## src/rtl/i2c_eeprom_pkg.sv

```systemverilog
package i2c_eeprom_pkg;
  typedef enum logic [2:0] {
    ST_IDLE,
    ST_DEV,
    ST_ADDR,
    ST_WR,
    ST_ACK,
    ST_RD,
    ST_RACK
  } tgt_state_e;
endpackage

```

## src/rtl/i2c_eeprom_bus_sync.sv

```systemverilog
module i2c_eeprom_bus_sync #(
  parameter int SYNC_STAGES = 2
) (
  input  logic clk,
  input  logic rst,
  input  logic scl_i,
  input  logic sda_i,
  output logic scl_s,
  output logic sda_s,
  output logic scl_rise,
  output logic scl_fall,
  output logic start_ev,
  output logic stop_ev
);
  logic [SYNC_STAGES-1:0] scl_ff, sda_ff;
  logic scl_q, sda_q;

  always_ff @(posedge clk) begin
    if (rst) begin
      scl_ff <= '1;
      sda_ff <= '1;
      scl_q  <= 1'b1;
      sda_q  <= 1'b1;
    end else begin
      scl_ff <= {scl_ff[SYNC_STAGES-2:0], scl_i};
      sda_ff <= {sda_ff[SYNC_STAGES-2:0], sda_i};
      scl_q  <= scl_ff[SYNC_STAGES-1];
      sda_q  <= sda_ff[SYNC_STAGES-1];
    end
  end

  assign scl_s    = scl_ff[SYNC_STAGES-1];
  assign sda_s    = sda_ff[SYNC_STAGES-1];
  assign scl_rise = scl_s & ~scl_q;
  assign scl_fall = ~scl_s & scl_q;
  assign start_ev = scl_s & scl_q & sda_q & ~sda_s;
  assign stop_ev  = scl_s & scl_q & ~sda_q & sda_s;
endmodule

```

## src/rtl/i2c_eeprom_store.sv

```systemverilog
module i2c_eeprom_store #(
  parameter int DEPTH = 128,
  localparam int AW = $clog2(DEPTH)
) (
  input  logic          clk,
  input  logic          we,
  input  logic [AW-1:0] waddr,
  input  logic [7:0]    wdata,
  input  logic [AW-1:0] raddr,
  output logic [7:0]    rdata
);
  logic [7:0] mem [DEPTH];

  always_ff @(posedge clk) begin
    if (we) mem[waddr] <= wdata;
    rdata <= mem[raddr];
  end
endmodule

```

## src/rtl/i2c_eeprom_prog_timer.sv

```systemverilog
module i2c_eeprom_prog_timer #(
  parameter int PROG_CYCLES = 1000,
  localparam int CNT_W = $clog2(2 * PROG_CYCLES + 1)
) (
  input  logic clk,
  input  logic rst,
  input  logic go,
  input  logic long_wr,
  output logic busy
);
  logic [CNT_W-1:0] cnt;

  always_ff @(posedge clk) begin
    if (rst) cnt <= '0;
    else if (go) cnt <= long_wr ? CNT_W'(2 * PROG_CYCLES) : CNT_W'(PROG_CYCLES);
    else if (cnt != '0) cnt <= cnt - 1'b1;
  end

  assign busy = (cnt != '0);

  AST_PROG_START: assert property (@(posedge clk) disable iff (rst)
    go |=> busy);
endmodule

```

## src/rtl/i2c_eeprom_target.sv

```systemverilog
module i2c_eeprom_target
  import i2c_eeprom_pkg::*;
#(
  parameter int MEM_DEPTH   = 128,
  parameter int ROW_BYTES   = 8,
  parameter int PROG_CYCLES = 1000,
  parameter int SYNC_STAGES = 2
) (
  input  logic       clk,
  input  logic       rst,
  input  logic       scl_i,
  input  logic       sda_i,
  input  logic [2:0] chip_en,
  output logic       sda_oe
);
  localparam int ADDR_W  = $clog2(MEM_DEPTH);
  localparam int ROW_W   = $clog2(ROW_BYTES);
  localparam int ROWID_W = ADDR_W - ROW_W;

  logic scl_s, sda_s, scl_rise, scl_fall, start_ev, stop_ev;
  tgt_state_e state, after;
  logic [3:0]  bitcnt;
  logic [7:0]  shreg, out_sr, rd_data;
  logic [ADDR_W-1:0] ptr;
  logic [ROWID_W-1:0] first_row;
  logic wr_any, span, busy;
  logic mem_we, prog_go, byte_done, sel_ok;

  i2c_eeprom_bus_sync #(.SYNC_STAGES(SYNC_STAGES)) u_sync (
    .clk(clk), .rst(rst), .scl_i(scl_i), .sda_i(sda_i),
    .scl_s(scl_s), .sda_s(sda_s), .scl_rise(scl_rise), .scl_fall(scl_fall),
    .start_ev(start_ev), .stop_ev(stop_ev));

  i2c_eeprom_store #(.DEPTH(MEM_DEPTH)) u_store (
    .clk(clk), .we(mem_we), .waddr(ptr), .wdata(shreg),
    .raddr(ptr), .rdata(rd_data));

  i2c_eeprom_prog_timer #(.PROG_CYCLES(PROG_CYCLES)) u_timer (
    .clk(clk), .rst(rst), .go(prog_go), .long_wr(span), .busy(busy));

  always_comb begin
    byte_done = scl_fall && (bitcnt == 4'd8);
    sel_ok    = (shreg[7:4] == 4'b1010) && (shreg[3:1] == chip_en) && !busy;
    mem_we    = !stop_ev && !start_ev && (state == ST_WR) && byte_done;
    prog_go   = stop_ev && wr_any;
  end

  always_ff @(posedge clk) begin
    if (rst) begin
      state     <= ST_IDLE;
      after     <= ST_IDLE;
      bitcnt    <= '0;
      shreg     <= '0;
      out_sr    <= '0;
      ptr       <= '0;
      first_row <= '0;
      wr_any    <= 1'b0;
      span      <= 1'b0;
      sda_oe    <= 1'b0;
    end else if (stop_ev) begin
      state  <= ST_IDLE;
      sda_oe <= 1'b0;
      wr_any <= 1'b0;
      span   <= 1'b0;
    end else if (start_ev) begin
      state  <= ST_DEV;
      bitcnt <= '0;
      sda_oe <= 1'b0;
    end else begin
      case (state)
        ST_DEV, ST_ADDR, ST_WR: begin
          if (scl_rise) begin
            shreg  <= {shreg[6:0], sda_s};
            bitcnt <= bitcnt + 1'b1;
          end else if (byte_done) begin
            bitcnt <= '0;
            if (state == ST_DEV) begin
              if (sel_ok) begin
                sda_oe <= 1'b1;
                state  <= ST_ACK;
                after  <= shreg[0] ? ST_RD : ST_ADDR;
              end else begin
                state <= ST_IDLE;
              end
            end else begin
              sda_oe <= 1'b1;
              state  <= ST_ACK;
              after  <= ST_WR;
              if (state == ST_ADDR) begin
                ptr <= shreg[ADDR_W-1:0];
              end else begin
                ptr    <= ptr + 1'b1;
                wr_any <= 1'b1;
                if (!wr_any) first_row <= ptr[ADDR_W-1:ROW_W];
                else if (ptr[ADDR_W-1:ROW_W] != first_row) span <= 1'b1;
              end
            end
          end
        end
        ST_ACK: begin
          if (scl_fall) begin
            state  <= after;
            bitcnt <= '0;
            if (after == ST_RD) begin
              out_sr <= rd_data;
              sda_oe <= ~rd_data[7];
            end else begin
              sda_oe <= 1'b0;
            end
          end
        end
        ST_RD: begin
          if (scl_rise) begin
            bitcnt <= bitcnt + 1'b1;
          end else if (scl_fall) begin
            if (bitcnt == 4'd8) begin
              sda_oe <= 1'b0;
              state  <= ST_RACK;
              ptr    <= ptr + 1'b1;
            end else begin
              out_sr <= {out_sr[6:0], 1'b0};
              sda_oe <= ~out_sr[6];
            end
          end
        end
        ST_RACK: begin
          if (scl_rise && sda_s) begin
            state <= ST_IDLE;
          end else if (scl_fall) begin
            out_sr <= rd_data;
            sda_oe <= ~rd_data[7];
            bitcnt <= '0;
            state  <= ST_RD;
          end
        end
        default: ;
      endcase
    end
  end

  AST_SEL_TYPE: assert property (@(posedge clk) disable iff (rst)
    (state == ST_ACK && $past(state) == ST_DEV) |-> ($past(shreg[7:4]) == 4'b1010));
  AST_SEL_PINS: assert property (@(posedge clk) disable iff (rst)
    (state == ST_ACK && $past(state) == ST_DEV) |-> ($past(shreg[3:1]) == $past(chip_en)));
  AST_NO_SEL_BUSY: assert property (@(posedge clk) disable iff (rst)
    (state == ST_ACK && $past(state) == ST_DEV) |-> !$past(busy));
  AST_OE_SCL_LOW: assert property (@(posedge clk) disable iff (rst)
    $rose(sda_oe) |-> !scl_s);
  AST_STOP_RELEASE: assert property (@(posedge clk) disable iff (rst)
    stop_ev |=> (!sda_oe && state == ST_IDLE));
endmodule

```

## config.mk

```make
export PLATFORM = sky130hd
export DESIGN_NAME = i2c_eeprom_target
export DESIGN_NICKNAME = d
export VERILOG_FILES = /design/src/rtl/i2c_eeprom_pkg.sv /design/src/rtl/i2c_eeprom_bus_sync.sv /design/src/rtl/i2c_eeprom_store.sv /design/src/rtl/i2c_eeprom_prog_timer.sv /design/src/rtl/i2c_eeprom_target.sv
export SDC_FILE = /design/constraint.sdc
export NUM_CORES = 1
export LEC_CHECK = 0
export BUFFER_PORTS_ARGS = -buffer_cell sky130_fd_sc_hd__buf_4
export CORE_MARGIN = 4
export CORE_UTILIZATION = 40
export CTS_BUF_LIST = sky130_fd_sc_hd__clkbuf_8
export DETAILED_ROUTE_END_ITERATION = 7
export PLACE_DENSITY = 0.59
export SETUP_SLACK_MARGIN = 0.1
export SYNTH_ARGS = -nofsm -noshare
export SYNTH_HDL_FRONTEND = slang
export SYNTH_SLANG_ARGS = --single-unit
```

## constraint.sdc

```tcl
create_clock -name clk -period 7.05 [get_ports clk]
set_input_delay 1.0575 -clock clk [delete_from_list [all_inputs] [get_ports clk]]
set_output_delay 1.0575 -clock clk [all_outputs]
set_load 0.005 [all_outputs]
```

==> results.py <==
metrics = {
    "layout": {
        "area_growth_pct": 10.96,
        "final_nets": 2812,
        "mostFrequentLayoutCells": "edfxtp_1, nor2_1, clkbuf_8",
        "drive_gt1_frac": 0.1533,
        "layout.cells.most_common": "edfxtp_1",
        "final_cells": 4358,
        "fin_area_um2": 48060,
    },
    "worst_setup_path": {
        "crit_path_max_fanout": 66,
        "critPathKind": "flip-flop to flip-flop",
        "setup.worst_path.end_class": "flip-flop",
        "cp_cell_sequence": "buf_4 -> and3_1 -> nand2_2 -> nor2_1",
        "start_kind": "flip-flop",
        "r2r_slack_ns": 2.76,
        "critPathMaxStageDelay_ns": 0.87,
        "crit_path_top_delay_cell": "dfxtp_4",
        "cp_data_arrival_time_ns": 4.75,
        "critical_path.top_delay_family": "simple AND/OR/NAND/NOR gates",
        "cp_num_buf_inv": 1,
        "cp.required_ns": 7.51,
    },
    "sta": {
        "setup_viol": 0,
        "skew_ns": 0.05617,
        "max_clock_freq_ghz": 0.2333,
        "rsz0062_at_grt": "no",
        "tns_ns": 0,
        "tightest_slew_ns": 1.251,
        "hold_viol": 0,
        "slew_violations": 0,
        "finalCritPeriodShare": 0.6080,
        "post-route-min-period_ns": 4.286,
        "relSlewSlack": 0.1642,
    },
    "yosys": {
        "syn_nets": 2783,
        "seq_area_frac_synth": 0.7396,
        "synth_edf_count": 1024,
        "yosysWarnings": 0,
        "synth_cell_types": 86,
        "netlist_area_um2": 43310,
        "synth_ff_type": "edfxtp_1",
        "ys_ff_latch": 1088,
        "ys_async_sr_fraction": 0,
        "netlist_instances": 2771,
        "syn_avg_cell_area_um2": 15.63,
    },
    "die": {
        "std_cell_rows": 120,
        "initial_core_util": 0.4034,
        "dieArea_um2": 113600,
        "io_pins": 8,
        "die_h_um": 337.1,
        "core_area_um2": 107400,
        "die_x_um": 337.1,
    },
    "route": {
        "antenna_left": 0,
        "via_count": 27500,
        "vias_per_cell": 6.310,
        "dr.pass1.iters": 6,
        "first_iter_violations": 3779,
        "routed_wl_um": 137000,
        "routedWlPerCell_um": 31.44,
        "drc": 0,
    },
    "placement": {
        "place.gp.congestion": 0.8962,
        "dp_hpwl_um": 80250,
        "numPortBuffers": 7,
        "postPlaceCellArea_um2": 44740,
        "dp.cells": 4025,
    },
    "cts": {
        "cts_setup_buffers": 0,
        "cts_buffers": 176,
        "worstSkewPairLatency_ns": 0.87,
        "cts_max_path_buffers": 3,
        "ctsHoldBuffers": 0,
        "cts-root-buf": "clkbuf_8",
        "clk_pin_slew_ns": 0.07,
        "cts_tree": "built",
        "cts_sinks": 1088,
        "htree_levels": 4,
        "cts_resized": 0,
    },
    "global_routing": {
        "grt_max_degree": 92,
        "grt_pass1_wl_um": 195100,
        "antenna_found_initial": 4,
        "grt_usage": 0.2379,
        "overflow": 0,
        "grt_pass1_vias": 26980,
    },
    "pwr": {
        "power_mw": 12.29,
        "cellPowerDensity_nw_per_um2": 255.7,
        "ir_drop_mv": 0.2252,
        "p_leak_nw": 15.20,
    },
    "status": {
        "status": "completed",
    },
    "run": {
        "max_cap_violations": 0,
    },
    "worst_hold_path": {
        "hp-class": "primary input to flip-flop",
    },
}
==> synthesized netlist by cell type (all sizes together), types with 21 or more instances <==
library cell	n	area share
nand2	123	0.011
mux2i	72	0.017
o22ai	41	0.0059
dfxtp	64	0.030
nor2	215	0.019
o21ai	65	0.0078
a21oi	113	0.013
a221oi	179	0.036
edfxtp	1024	0.71
a22o	31	0.0063
buf	120	0.014
a22oi	102	0.018
clkbuf	94	0.0084
nor2b	23	0.0033
a211oi	25	0.0043
mux2	79	0.021
nand3	21	0.0027
nor3	28	0.0034
==> sequential cells by signal (all words and copies together), names as in the netlist, 3 cells and up <==
register and flops:
u_store.mem 1024, u_timer.cnt 11, shreg 8, u_store.rdata 8
out_sr 7, ptr 7, bitcnt 4, first_row 4
after 3, state 3
==> logic make-up after synthesis <==
logic type      synth area share
buf+inv                  0.02430
flops                     0.7396
xor+xnor                0.003236
mux                      0.04498
fa+ha+maj               0.001445
simple gates             0.05579
compound gates            0.1307
==> area by class of cell <==
cell class | count | area, um2
fillers | 9275 | 59300
diodes | 6 | 15.01
clock buffers | 184 | 2532
inverters | 16 | 62.56
repair buffers | 66 | 520.5
multi-input cells | 1452 | 10330
clock inverters | 143 | 765.7
flip-flops and latches | 1088 | 32070
well taps | 1403 | 1755
==> layer usage <==
layer	up-vias	share of wire	track usage
met1	13990	0.39	0.3183
met5	-	0.000095	0
met3	332	0.12	0.07288
met4	2	0.043	0.1009
met2	1844	0.45	0.3612
li1	11330	-	-
==> path summary, 6_finish.rpt <==
kind / end / startpoint / cells after the start
min reg2reg: u_sync.sda_ff[1] / u_sync.sda_ff[0] / 1
max: u_store.mem[79][7] / ptr[1] / 4
min: u_sync.sda_ff[0] / sda_i / 2
max reg2reg: u_store.mem[79][7] / ptr[1] / 4
==> per-stage QoR <==
stage / util / worst slack [ns] / hold WS (ns)
after floorplan: - / 3.865 / 0.3895
after global placement: 0.4168 / 2.955 / 0.4152
after detailed placement: 0.4168 / 2.862 / 0.4095
after CTS: 0.4475 / 2.843 / 0.3398
after global routing: 0.4476 / 2.674 / 0.3671
final: 0.4476 / 2.764 / 0.3854
==> where the power goes <==
group	total [mW]	switching, mW	internal [mW]
combinational	0.161	0.0829	0.0778
sequential	6.99	0.0201	6.97
clock	5.13	2.54	2.59
total	12.3	2.65	9.64
==> worst register-to-register path, stage by stage, from the launching register on <==
cell,delay [ns]
dfxtp_4,0.87
buf_4,0.83
and3_1,0.63
nand2_2,0.73
nor2_1,0.81
(Power assumes the default switching activity.)
